### src/rtl/sram_ctl_pkg.sv
package sram_ctl_pkg;

  typedef enum logic [2:0] {
    SQ_IDLE   = 3'd0,
    SQ_READ   = 3'd1,
    SQ_TURN   = 3'd2,
    SQ_WPULSE = 3'd3,
    SQ_WEND   = 3'd4
  } sq_state_e;

  // Round a nanosecond minimum up to whole clock cycles, never below one.
  function automatic int ns_to_cyc(int ns, int clk_ns);
    int c;
    if (ns <= 0) return 1;
    c = (ns + clk_ns - 1) / clk_ns;
    return (c < 1) ? 1 : c;
  endfunction

  function automatic int imax(int a, int b);
    return (a > b) ? a : b;
  endfunction

endpackage

### src/rtl/sram_ctl_rstsync.sv
module sram_ctl_rstsync (
  input  logic clk,
  input  logic arst_n,
  output logic srst_n
);

  logic [1:0] sync_q;
  logic [1:0] sync_d;

  always_comb begin
    sync_d = {sync_q[0], 1'b1};
  end

  always_ff @(posedge clk or negedge arst_n) begin
    if (!arst_n) sync_q <= 2'b00;
    else         sync_q <= sync_d;
  end

  assign srst_n = sync_q[1];

endmodule

### src/rtl/sram_ctl_timer.sv
module sram_ctl_timer #(
  parameter int CNT_W = 4
) (
  input  logic             clk,
  input  logic             rst_n,
  input  logic             load,
  input  logic [CNT_W-1:0] load_val,
  output logic             last
);

  logic [CNT_W-1:0] cnt_q;
  logic [CNT_W-1:0] cnt_d;

  always_comb begin
    cnt_d = cnt_q;
    if (load)              cnt_d = load_val;
    else if (cnt_q != '0)  cnt_d = cnt_q - 1'b1;
  end

  always_ff @(posedge clk or negedge rst_n) begin
    if (!rst_n) cnt_q <= '0;
    else        cnt_q <= cnt_d;
  end

  assign last = (cnt_q == CNT_W'(1));


  cyc_nonzero_chk: assert property (@(posedge clk) disable iff (!rst_n)
    load |-> (load_val != '0));

endmodule

### src/rtl/sram_ctl_seq.sv
module sram_ctl_seq
  import sram_ctl_pkg::*;
#(
  parameter int RD_CYC   = 9,
  parameter int TURN_CYC = 3,
  parameter int WR_CYC   = 8,
  parameter int CNT_W    = 4
) (
  input  logic             clk,
  input  logic             rst_n,
  input  logic             req_valid,
  input  logic             req_write,
  input  logic [1:0]       req_be,
  input  logic             last,
  output logic             ready,
  output logic             accept,
  output logic             capture,
  output logic             load,
  output logic [CNT_W-1:0] load_val,
  output logic [1:0]       mask_q,
  output logic             done,
  output logic             ce_n,
  output logic             oe_n,
  output logic             we_n,
  output logic             lb_n,
  output logic             ub_n,
  output logic             dq_oe
);

  sq_state_e  state_q, state_d;
  logic       after_rd_q, after_rd_d;
  logic [1:0] mask_d;
  logic       done_d;
  logic       ce_d, oe_d, we_d, drv_d;
  logic [1:0] sel_n_d, sel_n_q;

  assign ready = (state_q == SQ_IDLE);

  // Next state, counter loads and capture strobe.
  always_comb begin
    state_d    = state_q;
    after_rd_d = after_rd_q;
    mask_d     = mask_q;
    accept     = 1'b0;
    capture    = 1'b0;
    load       = 1'b0;
    load_val   = '0;
    done_d     = 1'b0;
    unique case (state_q)
      SQ_IDLE: begin
        if (req_valid) begin
          accept = 1'b1;
          mask_d = req_be;
          load   = 1'b1;
          if (!req_write) begin
            state_d  = SQ_READ;
            load_val = CNT_W'(RD_CYC);
          end else if (after_rd_q) begin
            state_d  = SQ_TURN;
            load_val = CNT_W'(TURN_CYC);
          end else begin
            state_d  = SQ_WPULSE;
            load_val = CNT_W'(WR_CYC);
          end
        end
      end
      SQ_READ: begin
        if (last) begin
          capture    = 1'b1;
          done_d     = 1'b1;
          after_rd_d = 1'b1;
          state_d    = SQ_IDLE;
        end
      end
      SQ_TURN: begin
        if (last) begin
          state_d  = SQ_WPULSE;
          load     = 1'b1;
          load_val = CNT_W'(WR_CYC);
        end
      end
      SQ_WPULSE: begin
        if (last) begin
          done_d     = 1'b1;
          after_rd_d = 1'b0;
          state_d    = SQ_WEND;
        end
      end
      SQ_WEND: state_d = SQ_IDLE;
      default: state_d = SQ_IDLE;
    endcase
  end

  // Strobe values for the coming cycle, decoded from the next state.
  always_comb begin
    ce_d    = 1'b1;
    oe_d    = 1'b1;
    we_d    = 1'b1;
    drv_d   = 1'b0;
    sel_n_d = 2'b11;
    unique case (state_d)
      SQ_READ: begin
        ce_d = 1'b0; oe_d = 1'b0; sel_n_d = ~mask_d;
      end
      SQ_TURN: begin
        ce_d = 1'b0; sel_n_d = ~mask_d;
      end
      SQ_WPULSE: begin
        ce_d = 1'b0; we_d = 1'b0; drv_d = 1'b1; sel_n_d = ~mask_d;
      end
      SQ_WEND: drv_d = 1'b1;
      default: ;
    endcase
  end

  always_ff @(posedge clk or negedge rst_n) begin
    if (!rst_n) begin
      state_q    <= SQ_IDLE;
      after_rd_q <= 1'b0;
      mask_q     <= 2'b00;
      done       <= 1'b0;
      ce_n       <= 1'b1;
      oe_n       <= 1'b1;
      we_n       <= 1'b1;
      sel_n_q    <= 2'b11;
      dq_oe      <= 1'b0;
    end else begin
      state_q    <= state_d;
      after_rd_q <= after_rd_d;
      mask_q     <= mask_d;
      done       <= done_d;
      ce_n       <= ce_d;
      oe_n       <= oe_d;
      we_n       <= we_d;
      sel_n_q    <= sel_n_d;
      dq_oe      <= drv_d;
    end
  end

  assign lb_n = sel_n_q[0];
  assign ub_n = sel_n_q[1];


  wr_strobe_chk: assert property (@(posedge clk) disable iff (!rst_n)
    !we_n |-> (!ce_n && oe_n && dq_oe));


  wr_hold_chk: assert property (@(posedge clk) disable iff (!rst_n)
    $rose(we_n) |-> dq_oe);


  rd_strobe_chk: assert property (@(posedge clk) disable iff (!rst_n)
    !oe_n |-> (!ce_n && we_n && !dq_oe));


  turn_gap_chk: assert property (@(posedge clk) disable iff (!rst_n)
    $rose(oe_n) |=> !dq_oe);


  done_pulse_chk: assert property (@(posedge clk) disable iff (!rst_n)
    done |=> !done);

endmodule

### src/rtl/sram_ctl_dpath.sv
module sram_ctl_dpath #(
  parameter int ADDR_W = 18,
  parameter int DATA_W = 16
) (
  input  logic              clk,
  input  logic              rst_n,
  input  logic              accept,
  input  logic              capture,
  input  logic [ADDR_W-1:0] req_addr,
  input  logic [DATA_W-1:0] req_wdata,
  input  logic [1:0]        mask,
  input  logic [DATA_W-1:0] dq_i,
  output logic [ADDR_W-1:0] addr_q,
  output logic [DATA_W-1:0] wdata_q,
  output logic [DATA_W-1:0] rdata_q
);

  localparam int LANE_W = DATA_W / 2;

  logic [ADDR_W-1:0] addr_d;
  logic [DATA_W-1:0] wdata_d;
  logic [DATA_W-1:0] rdata_d;
  logic [DATA_W-1:0] lane_data;

  for (genvar g = 0; g < 2; g++) begin : g_lane
    assign lane_data[g*LANE_W +: LANE_W] = mask[g] ? dq_i[g*LANE_W +: LANE_W] : '0;
  end

  always_comb begin
    addr_d  = accept  ? req_addr  : addr_q;
    wdata_d = accept  ? req_wdata : wdata_q;
    rdata_d = capture ? lane_data : rdata_q;
  end

  always_ff @(posedge clk or negedge rst_n) begin
    if (!rst_n) begin
      addr_q  <= '0;
      wdata_q <= '0;
      rdata_q <= '0;
    end else begin
      addr_q  <= addr_d;
      wdata_q <= wdata_d;
      rdata_q <= rdata_d;
    end
  end

endmodule

### src/rtl/sram_ctl.sv
module sram_ctl
  import sram_ctl_pkg::*;
#(
  parameter int ADDR_W           = 18,
  parameter int DATA_W           = 16,
  parameter int CLK_NS           = 10,
  parameter int T_ACCESS_NS      = 85,
  parameter int T_OE_ACCESS_NS   = 45,
  parameter int T_BUS_RELEASE_NS = 25,
  parameter int T_WE_PULSE_NS    = 65,
  parameter int T_ADDR_END_NS    = 75,
  parameter int T_DATA_END_NS    = 35,
  parameter int T_WR_CYCLE_NS    = 85
) (
  input  logic              clk,
  input  logic              rst_n,
  input  logic              req_valid,
  output logic              req_ready,
  input  logic              req_write,
  input  logic [ADDR_W-1:0] req_addr,
  input  logic [DATA_W-1:0] req_wdata,
  input  logic [1:0]        req_be,
  output logic              rsp_done,
  output logic [DATA_W-1:0] rsp_rdata,
  output logic [ADDR_W-1:0] sram_addr,
  output logic              sram_ce_n,
  output logic              sram_oe_n,
  output logic              sram_we_n,
  output logic              sram_lb_n,
  output logic              sram_ub_n,
  output logic [DATA_W-1:0] sram_dq_o,
  output logic              sram_dq_oe,
  input  logic [DATA_W-1:0] sram_dq_i
);

  localparam int RD_CYC   = imax(ns_to_cyc(T_ACCESS_NS, CLK_NS),
                                 ns_to_cyc(T_OE_ACCESS_NS, CLK_NS));
  localparam int TURN_CYC = ns_to_cyc(T_BUS_RELEASE_NS, CLK_NS);
  localparam int WR_CYC   = imax(imax(ns_to_cyc(T_WE_PULSE_NS, CLK_NS),
                                      ns_to_cyc(T_ADDR_END_NS, CLK_NS)),
                                 imax(ns_to_cyc(T_DATA_END_NS, CLK_NS),
                                      ns_to_cyc(T_WR_CYCLE_NS - CLK_NS, CLK_NS)));
  localparam int MAX_CYC  = imax(imax(RD_CYC, TURN_CYC), WR_CYC);
  localparam int CNT_W    = $clog2(MAX_CYC + 1);

  logic             srst_n;
  logic             accept, capture, load, last;
  logic [CNT_W-1:0] load_val;
  logic [1:0]       mask_q;

  sram_ctl_rstsync u_rst (
    .clk    (clk),
    .arst_n (rst_n),
    .srst_n (srst_n)
  );

  sram_ctl_timer #(.CNT_W(CNT_W)) u_timer (
    .clk      (clk),
    .rst_n    (srst_n),
    .load     (load),
    .load_val (load_val),
    .last     (last)
  );

  sram_ctl_seq #(
    .RD_CYC   (RD_CYC),
    .TURN_CYC (TURN_CYC),
    .WR_CYC   (WR_CYC),
    .CNT_W    (CNT_W)
  ) u_seq (
    .clk       (clk),
    .rst_n     (srst_n),
    .req_valid (req_valid),
    .req_write (req_write),
    .req_be    (req_be),
    .last      (last),
    .ready     (req_ready),
    .accept    (accept),
    .capture   (capture),
    .load      (load),
    .load_val  (load_val),
    .mask_q    (mask_q),
    .done      (rsp_done),
    .ce_n      (sram_ce_n),
    .oe_n      (sram_oe_n),
    .we_n      (sram_we_n),
    .lb_n      (sram_lb_n),
    .ub_n      (sram_ub_n),
    .dq_oe     (sram_dq_oe)
  );

  sram_ctl_dpath #(.ADDR_W(ADDR_W), .DATA_W(DATA_W)) u_dpath (
    .clk       (clk),
    .rst_n     (srst_n),
    .accept    (accept),
    .capture   (capture),
    .req_addr  (req_addr),
    .req_wdata (req_wdata),
    .mask      (mask_q),
    .dq_i      (sram_dq_i),
    .addr_q    (sram_addr),
    .wdata_q   (sram_dq_o),
    .rdata_q   (rsp_rdata)
  );


  addr_hold_chk: assert property (@(posedge clk) disable iff (!srst_n)
    !sram_ce_n |=> (sram_ce_n || $stable(sram_addr)));

endmodule

### config.mk
export PLATFORM = sky130hd
export DESIGN_NAME = sram_ctl
export DESIGN_NICKNAME = d
export VERILOG_FILES = /design/src/rtl/sram_ctl_pkg.sv /design/src/rtl/sram_ctl_rstsync.sv /design/src/rtl/sram_ctl_timer.sv /design/src/rtl/sram_ctl_seq.sv /design/src/rtl/sram_ctl_dpath.sv /design/src/rtl/sram_ctl.sv
export SDC_FILE = /design/constraint.sdc
export NUM_CORES = 1
export LEC_CHECK = 0
export ABC_CLOCK_PERIOD_IN_PS = 4100
export BUFFER_PORTS_ARGS = -buffer_cell sky130_fd_sc_hd__clkbuf_2
export CORE_ASPECT_RATIO = 0.9
export CORE_UTILIZATION = 45
export DETAILED_ROUTE_END_ITERATION = 6
export PLACE_DENSITY_LB_ADDON = 0.2
export SYNTH_ARGS = -nofsm -noshare
export SYNTH_HDL_FRONTEND = slang
export SYNTH_SLANG_ARGS = --single-unit
### constraint.sdc
create_clock -name clk -period 4.1 [get_ports clk]
set_input_delay 0.205 -clock clk [delete_from_list [all_inputs] [get_ports clk]]
set_output_delay 0.205 -clock clk [all_outputs]
set_load 0.05 [all_outputs]
==> results.cfg, run 1 <==
[synth]
ys_seq_elements = 69
synth_edf_count = 0
post_synthesis_sequential_area_ratio_pct = 58.9
synth_top_area_share_pct = 54.5
synth-main-ff-cell = dfrtp_1
mappedNetlistArea_mm2 = 0.00294
yosys.cell_types.count = 42
synthTopCellsByCount = dfrtp_1, mux2_2, inv_1
synth_most_common_cell = dfrtp_1
post_synth_inst_count = 225
synthTopCellsByArea = dfrtp_1, mux2_2, mux2i_1
synthesis.yosys.warnings = 0
ys_async_sr_fraction_pct = 100
syn_nets = 284
library_cell_with_the_largest_summed_area_after_synthesis = dfrtp_1
postSynthAreaPerCell_um2 = 13.1

[grt]
gr-usage-all-layers_pct = 18.0
antenna_found_initial = 0
globalRouteOverflowTotal = 0
maximum_number_of_pins_on_one_net_before_global_route_repair = 51
grt_pass1_wl_um = 9180
first_global_vias = 1969

[cells_and_area]
stdcell_area_mm2 = 0.00383
filler_cell_count = 560
layout.cells.non_filler = 432
drive_gt1_share_pct = 52.2
syn2layout_area_growth_pct = 30.3
num-nets-final = 399
antenna-diode-count = 0

[critical_path]
setup.worst_path.class = reg -> reg
critical_path.endpoint_type = flop
critPathTopFamily = simple AND/OR/NAND/NOR gates
critPathMaxStageDelay_ns = 0.81
worstPathRequired_ns = 4.35
start_kind = flop
slowest_stage = nor3_4
critical_path_peak_fanout = 17
timing.critical_path.arrival_ns = 2.33
worstPathBufferInverterCount = 1
timing.critical_path.cells = inv_1, ha_1, nand4bb_4, nor3_4, mux2i_1

[sta]
report.final.slew_viol_count = 0
worstMarginPinSlew_ns = 1.02
totalNegativeSetupSlack_ns = 0
timing.final.crit_share_pct = 50.7
finClkSkew_ns = 0.00732
report.final.hold_viol_count = 0
setup_viol = 0
slew_headroom_pct = 31.9
max_freq_mhz = 481
final.min_clock_period_ns = 2.08
setup_repair_after_global_routing_missed_its_margin = no

[routing]
drt-initial-drc-count = 119
via_count = 2062
wl_per_cell_um = 13.2
drtAntennaViolNets = 0
vias_per_cell = 4.77
detail_route.first_pass.iterations = 4
routed_wire_length_um = 5710
drc = 0

[clock_tree]
tritoncts = done
clock_latency_ns = 0.33
ctsLongestPathBuffers = 2
clock_tree.htree_level_count = 3
clock_sink_count = 69
holdBufCountCts = 1
post-cts-setup-buffers = 0
cts_root_buf = clkbuf_8
cts_buffers = 9
post_cts.resized_instances = 0
path_clk_slew_ns = 0.07

[run_status]
run_status = finished clean

[floorplanning]
die_w_um = 87.2
core.rowCount = 27
die_area_mm2 = 0.00686
pin_count = 114
start_util_pct = 47.3
die_height_um = 78.7
coreArea_mm2 = 0.00622

[run]
timing.max_cap.violations = 0

[placed_design]
place_congestion = 0.786
hpwl_um = 4020
placed_cells = 415
placement.io_buffers = 113
placed_cell_area_mm2 = 0.00356

[hold_path]
worstHoldPathType = in -> reg
-- layer usage --
metal | wire [um] | vias up | GRT usage, %
li1 | - | 991 | -
met1 | 2580 | 987 | 22.6
met2 | 2590 | 82 | 27.2
met3 | 508 | 2 | 9.25
met4 | 34 | 0 | 5.41
met5 | 0 | - | 0
-- through the flow --
stage | hold WS, ns | util, % | setup WS, ns
2_1_floorplan | -0.0906 | - | 2.05
3_3_place_gp | -0.00821 | 57.3 | 2.08
3_5_place_dp | -0.00443 | 57.3 | 2.01
4_1_cts | 0.0226 | 61.7 | 1.98
5_1_grt | 0.0349 | 61.7 | 1.83
6_report | 0.0494 | 61.7 | 2.02
-- worst paths after layout --
| path | from | endpoint | slack [ns] | cells after the start |
|---|---|---|---|---|
| min in group asynchronous | rst_n | u_rst.sync_q[1]$_DFF_PN0_ | 0.19 | 2 |
| hold / removal | req_be[0] | u_seq.sel_n_q[0]$_DFF_PN1_ | 0.05 | 2 |
| setup / recovery | u_timer.cnt_q[1]$_DFFE_PN0P_ | u_dpath.rdata_q[13]$_DFFE_PN0P_ | 2.02 | 5 |
| max in group asynchronous | u_rst.sync_q[1]$_DFF_PN0_ | u_seq.we_n$_DFF_PN1_ | 2.86 | 1 |
| hold reg to reg | u_rst.sync_q[1]$_DFF_PN0_ | u_dpath.addr_q[5]$_DFFE_PN0P_ | 0.29 | 0 |
| setup reg to reg | u_timer.cnt_q[1]$_DFFE_PN0P_ | u_dpath.rdata_q[13]$_DFFE_PN0P_ | 2.02 | 5 |
-- sequential cells by signal, indices dropped and copies added (netlist names) --
signal	cells
u_seq.done	1
u_dpath.addr_q	18
u_seq.mask_q	2
u_dpath.rdata_q	16
u_seq.state_q	3
u_seq.oe_n	1
u_seq.dq_oe	1
u_rst.sync_q	2
u_seq.after_rd_q	1
u_seq.ce_n	1
u_timer.cnt_q	4
u_dpath.wdata_q	16
u_seq.sel_n_q	2
u_seq.we_n	1
-- layout make-up --
type                            count  area (um2)  share of cell area [%]
Sequential cell                    69        1730                    45.2
Tap cell                           87         109                    2.84
Clock inverter                      5         106                    2.78
Clock buffer                       11         151                    3.95
Multi-Input combinational cell    124        1070                    27.8
Inverter                           20        75.1                    1.96
Timing Repair Buffer              116         591                    15.4
-- logic make-up after synthesis --
kind of cell | after synthesis | synth area share [%]
XOR/XNOR | 3 | 0.894
adder cells (fa/ha/maj) | 3 | 1.28
buffers and inverters | 32 | 4.81
multiplexers | 52 | 19.2
other | 1 | 0.128
flip-flops | 69 | 58.9
AND/OR/NAND/NOR | 48 | 10.6
AO/OA/AOI/OAI | 17 | 4.21
-- worst reg2reg max path, delay by kind of cell, from the launching register on --
kind / cells / cell delay, ns
buffers and inverters: 1 / 0.11
DFF: 1 / 0.38
adders and majority gates: 1 / 0.25
muxes: 1 / 0.29
and+or+nand+nor: 2 / 0.99
-- placed cells by master (no fill, tap or decap), drive strengths merged, types with 2 or more instances in the layout --
cell	instances
nor3	5
nor2b	3
nor3b	3
nand3b	2
ha	3
o21ai	3
inv	20
dfstp	5
xnor2	2
bufinv	3
mux2i	17
nand2b	2
o31ai	2
nor2	6
nand2	17
mux2	35
a21oi	2
nor4	2
buf	2
or3b	2
dfrtp	64
clkbuf	124
a22oi	2
a21o	2
Power of run 1 is left out: the tool's default activity adds up to more than one toggle a clock period on the data nets, which glitch-free logic cannot reach.
==> inputs of run 2 (changes only) <==
Settings changed: ABC_CLOCK_PERIOD_IN_PS 4100 to 1880, CORE_UTILIZATION 45 to 44.
Clock period 4.1 ns to 1.88 ns, I/O delays scaled along.
==> run 2 against run 1 <==
Net effect:
- clock skew increased by 0.0027 ns
- first-iteration DRC count increased by 20%
- utilization increased by 7.9 points
- fmax increased by 26%
- non-clock buffer count increased by 58
- final area increased by 14%
- wire length increased by 15%
- critical endpoint is now u_timer.cnt_q[1]$_DFFE_PN0P_
- largest cell class unchanged
==> results.cfg, run 2 (same netlist as run 1, synthesis figures left out) <==
[power]
finalPower_mw = 8.30
power_density_mw_per_mm2 = 1900
power.static_leakage_nw = 2.11
worst_ir_drop_vdd_uv = 1260

[critical_path]
slowest_stage = or3b_2
critPathMaxStageDelay_ns = 0.53
timing.reg2reg.setup_slack_ns = 0.23
reg2reg_capture_point = u_timer.cnt_q[1]$_DFFE_PN0P_
timing.critical_path.arrival_ns = 1.87
critical_path.reg2reg.startpoint = u_timer.cnt_q[1]$_DFFE_PN0P_
cp_num_cells = 5
worstPathBufferInverterCount = 1
critPathTopFamily = simple AND/OR/NAND/NOR gates
timing.critical_path.cells = inv_1, ha_1, or3b_2, nor2_4, o31ai_1
r2r.worst_path.cells = 5
setup.worst_path.class = reg -> reg
worstPathRequired_ns = 2.10
start_kind = flop
critical_path_peak_fanout = 5
critical_path.endpoint_type = flop

[grt]
first_global_vias = 2466
grt_pass1_wl_um = 11400
gr-usage-all-layers_pct = 21.5
globalRouteOverflowTotal = 0
antenna_found_initial = 0
maximum_number_of_pins_on_one_net_before_global_route_repair = 61

[cells_and_area]
final_common_cell = clkbuf_2
layout.cells.non_filler = 490
filler_cell_count = 470
top_register = u_dpath.addr_q
largest_register_ffs = 18
reg_top3 = u_dpath.addr_q: 18 flops, u_dpath.rdata_q: 16 flops, u_dpath.wdata_q: 16 flops
drive_gt1_share_pct = 45.7
mostFrequentLayoutCells = clkbuf_2, dfrtp_1, dlygate4sd3_1
stdcell_area_mm2 = 0.00437
num-nets-final = 457
finish.utilization_pct = 69.6
syn2layout_area_growth_pct = 48.7
antenna-diode-count = 0

[clock_tree]
cts_root_buf = clkbuf_8
path_clk_slew_ns = 0.07
post-cts-setup-buffers = 0
clock_tree.htree_level_count = 3
ctsLongestPathBuffers = 2
tritoncts = done
cts_buffers = 9
clock_latency_ns = 0.34
clock_sink_count = 69
post_cts.resized_instances = 0

[sta]
final.min_clock_period_ns = 1.65
finClkSkew_ns = 0.0100
setup_viol = 0
setup_repair_after_global_routing_missed_its_margin = no
report.final.hold_viol_count = 0
report.final.slew_viol_count = 0
totalNegativeSetupSlack_ns = 0
timing.final.crit_share_pct = 87.7
max_freq_mhz = 606

[placed_design]
placed_cells = 421
hpwl_um = 4030
place_congestion = 0.828
placed_cell_area_mm2 = 0.00365
placement.io_buffers = 113

[routing]
drt-initial-drc-count = 143
drtAntennaViolNets = 0
vias_per_cell = 4.69
detail_route.first_pass.iterations = 4
via_count = 2297
routed_wire_length_um = 6600
wl_per_cell_um = 13.5
drc = 0

[floorplanning]
die_w_um = 88.2
die_area_mm2 = 0.00701
die_height_um = 79.6
core.rowCount = 27
coreArea_mm2 = 0.00628
pin_count = 114
start_util_pct = 46.8

[hold_path]
worstHoldPathType = in -> async

[run_status]
run_status = finished clean

[run]
timing.max_cap.violations = 0
[run 2: how the worst max path moves through the flow]
stage / slack [ns] / to / start
after floorplan: 0.05 / req_ready / u_seq.state_q[1]$_DFF_PN0_
after global placement: 0.27 / u_timer.cnt_q[1]$_DFFE_PN0P_ / u_timer.cnt_q[1]$_DFFE_PN0P_
after detailed placement: 0.25 / u_timer.cnt_q[0]$_DFFE_PN0P_ / u_timer.cnt_q[1]$_DFFE_PN0P_
after CTS: 0.23 / u_timer.cnt_q[0]$_DFFE_PN0P_ / u_timer.cnt_q[1]$_DFFE_PN0P_
after global routing: 0.11 / u_timer.cnt_q[1]$_DFFE_PN0P_ / u_timer.cnt_q[1]$_DFFE_PN0P_
final: 0.23 / u_timer.cnt_q[1]$_DFFE_PN0P_ / u_timer.cnt_q[1]$_DFFE_PN0P_
[run 2: through the flow]
| stage | setup WS, ns | hold slack (ns) |
|---|---|---|
| floorplan | 0.0526 | -0.202 |
| global placement | 0.273 | -0.118 |
| detailed placement | 0.249 | -0.118 |
| CTS | 0.225 | 0.0567 |
| global route | 0.115 | 0.0611 |
| finish | 0.230 | 0.0903 |
[run 2: power by group]
part           internal [mW]  total (mW)  switching, mW
combinational           1.36        4.47           3.11
sequential              2.21        2.65          0.439
clock                  0.648        1.18          0.535
[run 2: layout make-up]
| cell class | instances | area [um2] | area share [%] |
|---|---|---|---|
| inverters | 20 | 75.1 | 1.72 |
| repair buffers | 174 | 1190 | 27.3 |
| multi-input cells | 124 | 1070 | 24.4 |
| clock buffers | 12 | 145 | 3.32 |
| flip-flops and latches | 69 | 1730 | 39.7 |
| clock inverters | 4 | 48.8 | 1.12 |
| well taps | 87 | 109 | 2.49 |
[run 2: routing by layer]
metal	part of all wire (%)	track usage [%]	vias to the layer above
met5	0	0	-
met2	49	35.4	85
li1	-	-	1109
met3	7.3	8.38	15
met4	1.7	7.26	0
met1	42	25.5	1088
[run 2: what timing repair did]
action	in CTS	in global routing
hold endpoints to repair	56	0
hold buffers	53	0
setup endpoints to repair	0	0
[run 2: worst reg2reg max path, stage by stage, from the launching register on]
cell	delay [ns]
dfrtp_1	0.37
inv_1	0.11
ha_1	0.26
or3b_2	0.53
nor2_4	0.18
o31ai_1	0.09
Note: power is estimated with default switching activity, not from simulation.
